[src/rtl/bfx_pkg.sv]
package bfx_pkg;
  localparam int DATA_W = 32;
  localparam int POS_W  = $clog2(DATA_W);
  localparam int IDX_W  = 4;
  localparam logic [IDX_W-1:0] IDX_SPECIAL = '1;

  typedef enum logic { FMT_WIDE = 1'b0, FMT_COMPACT = 1'b1 } fmt_e;

  typedef struct packed {
    logic [POS_W-1:0] top;
    logic [POS_W-1:0] bot;
    logic [IDX_W-1:0] rd;
    logic [IDX_W-1:0] rn;
    logic [3:0]       cond;
    logic             enc_bad;
  } fields_t;

  // Ones from bit bot up to bit top; no DATA_W+1 intermediate needed.
  function automatic logic [DATA_W-1:0] span_mask(input logic [POS_W-1:0] top,
                                                  input logic [POS_W-1:0] bot);
    logic [DATA_W-1:0] hi;
    logic [DATA_W-1:0] lo;
    hi = {DATA_W{1'b1}} >> (POS_W'(DATA_W - 1) - top);
    lo = {DATA_W{1'b1}} << bot;
    return hi & lo;
  endfunction

  // flags = {N,Z,C,V}
  function automatic logic cond_holds(input logic [3:0] cond, input logic [3:0] flags);
    logic n, z, c, v, base;
    {n, z, c, v} = flags;
    case (cond[3:1])
      3'd0: base = z;
      3'd1: base = c;
      3'd2: base = n;
      3'd3: base = v;
      3'd4: base = c & ~z;
      3'd5: base = (n == v);
      3'd6: base = ~z & (n == v);
      default: base = 1'b1;
    endcase
    return (cond[0] && cond[3:1] != 3'd7) ? ~base : base;
  endfunction
endpackage

[src/rtl/bfx_decode.sv]
module bfx_decode
  import bfx_pkg::*;
(
  input  logic              fmt_i,
  input  logic [31:0]       instr_i,
  output fields_t           fields_o,
  output logic              conditional_o
);
  fields_t wide_f;
  fields_t cmp_f;
  logic    wide_bad;
  logic    cmp_bad;

  always_comb begin
    wide_bad = (instr_i[31:28] == 4'hF) ||
               (instr_i[27:21] != 7'b0111110) ||
               (instr_i[6:4] != 3'b001);
    wide_f.cond    = instr_i[31:28];
    wide_f.top     = instr_i[20:16];
    wide_f.rd      = instr_i[15:12];
    wide_f.bot     = instr_i[11:7];
    wide_f.rn      = instr_i[3:0];
    wide_f.enc_bad = wide_bad;
  end

  always_comb begin
    cmp_bad = (instr_i[31:27] != 5'b11110) ||
              (instr_i[25:24] != 2'b11) ||
              (instr_i[23:21] != 3'b011) ||
              instr_i[20] || instr_i[15];
    cmp_f.cond    = 4'hE;
    cmp_f.rn      = instr_i[19:16];
    cmp_f.rd      = instr_i[11:8];
    cmp_f.bot     = {instr_i[14:12], instr_i[7:6]};
    cmp_f.top     = instr_i[4:0];
    cmp_f.enc_bad = cmp_bad;
  end

  assign fields_o      = (fmt_i == FMT_COMPACT) ? cmp_f : wide_f;
  assign conditional_o = (fmt_i == FMT_WIDE);
endmodule

[src/rtl/bfx_cond.sv]
module bfx_cond
  import bfx_pkg::*;
(
  input  logic       conditional_i,
  input  logic [3:0] cond_i,
  input  logic [3:0] flags_i,
  output logic       pass_o
);
  assign pass_o = conditional_i ? cond_holds(cond_i, flags_i) : 1'b1;
endmodule

[src/rtl/bfx_merge.sv]
module bfx_merge
  import bfx_pkg::*;
(
  input  logic [POS_W-1:0]  top_i,
  input  logic [POS_W-1:0]  bot_i,
  input  logic              clear_i,
  input  logic [DATA_W-1:0] src_i,
  input  logic [DATA_W-1:0] dst_i,
  output logic [DATA_W-1:0] mask_o,
  output logic [DATA_W-1:0] merged_o
);
  logic [DATA_W-1:0] shifted;

  assign mask_o  = span_mask(top_i, bot_i);
  assign shifted = clear_i ? '0 : (src_i << bot_i);

  for (genvar b = 0; b < DATA_W; b++) begin : g_bit
    assign merged_o[b] = mask_o[b] ? shifted[b] : dst_i[b];
  end

  always_comb begin
    assert_keep_outside_R1: assert (((merged_o ^ dst_i) & ~mask_o) == '0);
  end
endmodule

[src/rtl/bfx_unit.sv]
module bfx_unit
  import bfx_pkg::*;
(
  input  logic              clk_i,
  input  logic              rst_ni,
  input  logic              in_valid_i,
  input  logic              fmt_sel_i,
  input  logic [31:0]       instr_i,
  input  logic [DATA_W-1:0] src_val_i,
  input  logic [DATA_W-1:0] dst_val_i,
  input  logic [3:0]        flags_i,
  output logic              out_valid_o,
  output logic [DATA_W-1:0] result_o,
  output logic [IDX_W-1:0]  dst_idx_o,
  output logic              wr_en_o,
  output logic              undef_o
);
  fields_t           fld;
  logic              conditional;
  logic              cond_pass;
  logic              rd_illegal;
  logic              bounds_crossed;
  logic              is_clear;
  logic              undef_now;
  logic              write_now;
  logic [DATA_W-1:0] mask;
  logic [DATA_W-1:0] merged;

  bfx_decode u_decode (
    .fmt_i         (fmt_sel_i),
    .instr_i       (instr_i),
    .fields_o      (fld),
    .conditional_o (conditional)
  );

  bfx_cond u_cond (
    .conditional_i (conditional),
    .cond_i        (fld.cond),
    .flags_i       (flags_i),
    .pass_o        (cond_pass)
  );

  assign is_clear = (fld.rn == IDX_SPECIAL);

  bfx_merge u_merge (
    .top_i    (fld.top),
    .bot_i    (fld.bot),
    .clear_i  (is_clear),
    .src_i    (src_val_i),
    .dst_i    (dst_val_i),
    .mask_o   (mask),
    .merged_o (merged)
  );

  assign rd_illegal     = (fld.rd == IDX_SPECIAL);
  assign bounds_crossed = (fld.top < fld.bot);
  assign undef_now      = fld.enc_bad | rd_illegal | bounds_crossed;
  assign write_now      = ~undef_now & cond_pass;

  always_ff @(posedge clk_i) begin
    if (!rst_ni) begin
      out_valid_o <= 1'b0;
      wr_en_o     <= 1'b0;
      undef_o     <= 1'b0;
      result_o    <= '0;
      dst_idx_o   <= '0;
    end else begin
      out_valid_o <= in_valid_i;
      wr_en_o     <= in_valid_i & write_now;
      undef_o     <= in_valid_i & undef_now;
      if (in_valid_i) begin
        result_o  <= write_now ? merged : dst_val_i;
        dst_idx_o <= fld.rd;
      end
    end
  end

  assert_latency_R10: assert property (@(posedge clk_i) disable iff (!rst_ni)
    in_valid_i |=> out_valid_o);
  assert_quiet_idle_R10: assert property (@(posedge clk_i) disable iff (!rst_ni)
    !out_valid_o |-> (!wr_en_o && !undef_o));
  assert_no_write_rd15_R5: assert property (@(posedge clk_i) disable iff (!rst_ni)
    wr_en_o |-> (dst_idx_o != IDX_SPECIAL));
  assert_crossed_undef_R6: assert property (@(posedge clk_i) disable iff (!rst_ni)
    (in_valid_i && bounds_crossed) |=> (undef_o && !wr_en_o));
  assert_cond_fail_R8: assert property (@(posedge clk_i) disable iff (!rst_ni)
    (in_valid_i && !cond_pass) |=> !wr_en_o);
  assert_hold_dest_R11: assert property (@(posedge clk_i) disable iff (!rst_ni)
    (in_valid_i && !write_now) |=> (result_o == $past(dst_val_i)));
endmodule

[config.mk]
export PLATFORM = sky130hd
export DESIGN_NAME = bfx_unit
export DESIGN_NICKNAME = d
export VERILOG_FILES = /design/src/rtl/bfx_pkg.sv /design/src/rtl/bfx_decode.sv /design/src/rtl/bfx_cond.sv /design/src/rtl/bfx_merge.sv /design/src/rtl/bfx_unit.sv
export SDC_FILE = /design/constraint.sdc
export NUM_CORES = 1
export LEC_CHECK = 0
export CAP_MARGIN = 20
export CORE_MARGIN = 4
export CORE_UTILIZATION = 48
export DETAILED_ROUTE_END_ITERATION = 10
export PLACE_DENSITY = 0.82
export SLEW_MARGIN = 20
export SYNTH_ARGS = -nofsm -noshare
export SYNTH_HDL_FRONTEND = slang
export SYNTH_SLANG_ARGS = --single-unit
export TNS_END_PERCENT = 5
[constraint.sdc]
create_clock -name clk_i -period 5.2 [get_ports clk_i]
set_input_delay 1.3 -clock clk_i [delete_from_list [all_inputs] [get_ports clk_i]]
set_output_delay 1.3 -clock clk_i [all_outputs]
set_load 0.005 [all_outputs]
==> results.json <==
{
  "grt_antenna_before_repair": 0,
  "min-delay-path-class": "flop to flop",
  "yosysTopAreaCellShare_pct": 17.7,
  "synthCells": 549,
  "ys_types": 65,
  "synth_top_flop_cell": "dfxtp_1",
  "final.setup.tns_ps": 0,
  "path_common_cell": "or3_1",
  "wirelength_mm": 18.5,
  "syn_to_final_growth_pct": 37.6,
  "floorplan.rows": 34,
  "layout.cell_area.non_filler_sq_um": 6080,
  "worstPathCellList": "clkdlybuf4s50_1, mux2i_1, clkinv_1, ha_1, o21a_1, o22ai_1, or3_1, a2111o_1, or3_1, or4_1, nand3_1",
  "period_needed_ps": 4880,
  "final.period_utilization_pct": 93.8,
  "clk-insertion-delay-late_ps": 290,
  "total_routed_wire_length_on_the_met1_layer_mm": 7.41,
  "critical-path-slowest-cell": "clkdlybuf4s50_1",
  "postCtsResizedCells": 0,
  "worst_pin_slew_ps": 792,
  "post_cts_setup_buffer_count": 0,
  "floorplan.initialDensity_pct": 49.9,
  "post_drt_via_cell_ratio": 6.74,
  "crit_path_max_fanout": 12,
  "layout-drive-gt1-share_pct": 10.9,
  "grt_pass1_vias": 5108,
  "timing.final.max_slew_violations": 0,
  "final_core_utilization_pct": 68.7,
  "via_count": 5321,
  "yosysTopAreaCell": "dfxtp_1",
  "final.setup_skew_ps": 0,
  "finalSetupViolations": 0,
  "area_inside_the_core_boundary_sq_um": 8850,
  "area_taken_by_flip_flops_and_latches_sq_um": 781,
  "design.die.area_sq_um": 10800,
  "power.leakage_nw": 2.29,
  "grt_first_pass_wirelength_mm": 28.5,
  "detail_route.first_pass.iterations": 5,
  "slew_headroom_pct": 46.6,
  "worstSetupEndpointType": "flop",
  "clock_tree_from_tritoncts": "built",
  "place.gp.congestion": 1.03,
  "clk_root_buffer_cell": "clkbuf_8",
  "dr_wl_met2_mm": 8.62,
  "synth-edff-count": 0,
  "cpPeakStageDelay_ps": 750,
  "synth_nets": 657,
  "synth_async_sr_flop_share_pct": 0,
  "synth_seq_area_share_pct": 17.7,
  "die_h_microns": 104,
  "maxCapViolCount": 0,
  "drt_iter0_drc": 505,
  "number_of_nets_in_the_final_layout": 789,
  "cts.sinks": 39,
  "drc": 0,
  "arrival_ps": 5120,
  "dieWidth_microns": 104,
  "grt_setup_unrepaired": "no",
  "timing.fmax_ghz": 0.205,
  "cts_htree_levels": 2,
  "dp.final_hpwl_mm": 14.8,
  "p_per_area_nw_per_um2": 189,
  "io_pins": 143,
  "hold_viol": 0,
  "ys_warn_count": 0,
  "leading_cell_types_by_total_area_after_synthesis": "dfxtp_1 (18%), mux4_2 (14%), mux2i_1 (13%)",
  "cts-buffers-inserted": 5,
  "setup.worst_path.class": "input port to flop",
  "fillers": 737,
  "io_buffer_count": 142,
  "detailed_routed_wire_length_on_met3_mm": 1.73,
  "synthesis.area_sq_um": 4420,
  "worst-endpoint-required_ps": 5440,
  "number_of_hold_buffers_added_after_cts": 0,
  "syn-mean-instance-area_sq_um": 8.05,
  "multi_input_logic_area_sq_um": 3430,
  "post_place_instance_area_sq_um": 5970,
  "grt_max_degree": 55,
  "start_kind": "input port",
  "timing.hold.ws_ps": 466,
  "vdd_ir_drop_max_v": 0.000148,
  "globalRouteTotalUtil_pct": 32.9,
  "worst_setup_hold_path_clk_slew_ps": 90,
  "routed_wire_length_per_instance_microns": 23.4,
  "ys_seq_elements": 39,
  "dr.max_layer_used": "met4",
  "max-clock-path-buffers": 2,
  "run_status": "completed",
  "gr_overflow_total": 0,
  "antennaDiodeCount": 0,
  "antenna_violating_nets_post_route": 0
}
[where the power goes]
group          switching [mW]  internal [mW]  leakage, nW
sequential            0.00910          0.317        0.323
combinational           0.296          0.260         1.91
clock                   0.121          0.143       0.0581
total                   0.426          0.720         2.29
[layer usage]
| metal | up-vias | GRT usage (%) |
|---|---|---|
| met3 | 55 | 5.65 |
| met1 | 2527 | 43.4 |
| met4 | 0 | 11.2 |
| met2 | 316 | 54.5 |
| li1 | 2423 | - |
| met5 | - | 0 |
[cell usage in the layout, fill, tap and decap left out, drive strengths merged, types with 10 or more instances in the layout]
cell and count:
nand3b 10, or3 11, o21ai 44, mux2i 58
nor3 17, mux4 27, o22ai 16, nor4 11
a21oi 28, nand3 19, a31oi 12, nand2 63
dfxtp 39, clkdlybuf4s50 142, buf 23, nor2 36
[per-stage QoR]
stage | setup slack (ps) | cells | total power [mW]
3_5_place_dp | 94.6 | 782 | 0.874
3_3_place_gp | 207 | 782 | 0.866
4_1_cts | 379 | 790 | 1.13
2_1_floorplan | 398 | 549 | 0.631
5_1_grt | 148 | 790 | 1.19
6_report | 322 | 790 | 1.15
[cell families after synthesis]
logic type      after synthesis  synth area share [%]
xor+xnor                      1                 0.198
fa+ha+maj                     4                  1.13
mux                          94                  29.3
compound gates              156                  23.0
flops                        39                  17.7
simple gates                206                  23.9
buf+inv                      49                  4.81
[critical path: cells and delay by family]
family	cells	cell delay, ps
buffers and inverters	2	890
muxes	1	310
AOI/OAI and AO/OA	3	710
and+or+nand+nor	4	1590
adders and majority gates	1	300
[sequential cells by signal, indices dropped and copies added (netlist names)]
signal       flops
undef_o          1
out_valid_o      1
result_o        32
dst_idx_o        4
wr_en_o          1
[synth_stat cells (5+ instances only)]
cell type,number
nand4_1,5
a21oi_1,28
buf_1,9
or4_1,7
clkbuf_1,19
mux2i_1,58
nor3_1,17
buf_2,8
o2111ai_1,6
inv_1,6
o22ai_1,16
or3_1,11
nor4_1,11
mux2_2,8
mux4_2,27
a31oi_1,12
a211o_1,5
nand3b_1,10
nand2b_1,6
nand3_1,19
dfxtp_1,39
o21ai_0,44
nor2_1,36
nand2_1,63
[path summary, 6_finish.rpt]
path	start	to	slack [ps]	cells after the start
worst min-delay path	result_o[9]	result_o[9]	470	1
worst min register to register	result_o[9]	result_o[9]	470	1
worst max-delay path	fmt_sel_i	result_o[12]	320	11
worst max register to register	result_o[18]	result_o[18]	4140	4
[cell type report]
cell class | count | share of cell area, %
Tap cell | 108 | 2.22
Timing Repair Buffer | 165 | 26.2
Sequential cell | 39 | 12.8
Clock inverter | 3 | 0.720
Multi-Input combinational cell | 461 | 56.3
Clock buffer | 5 | 1.13
Inverter | 9 | 0.555
No activity file was read; power rests on OpenSTA's default activity.
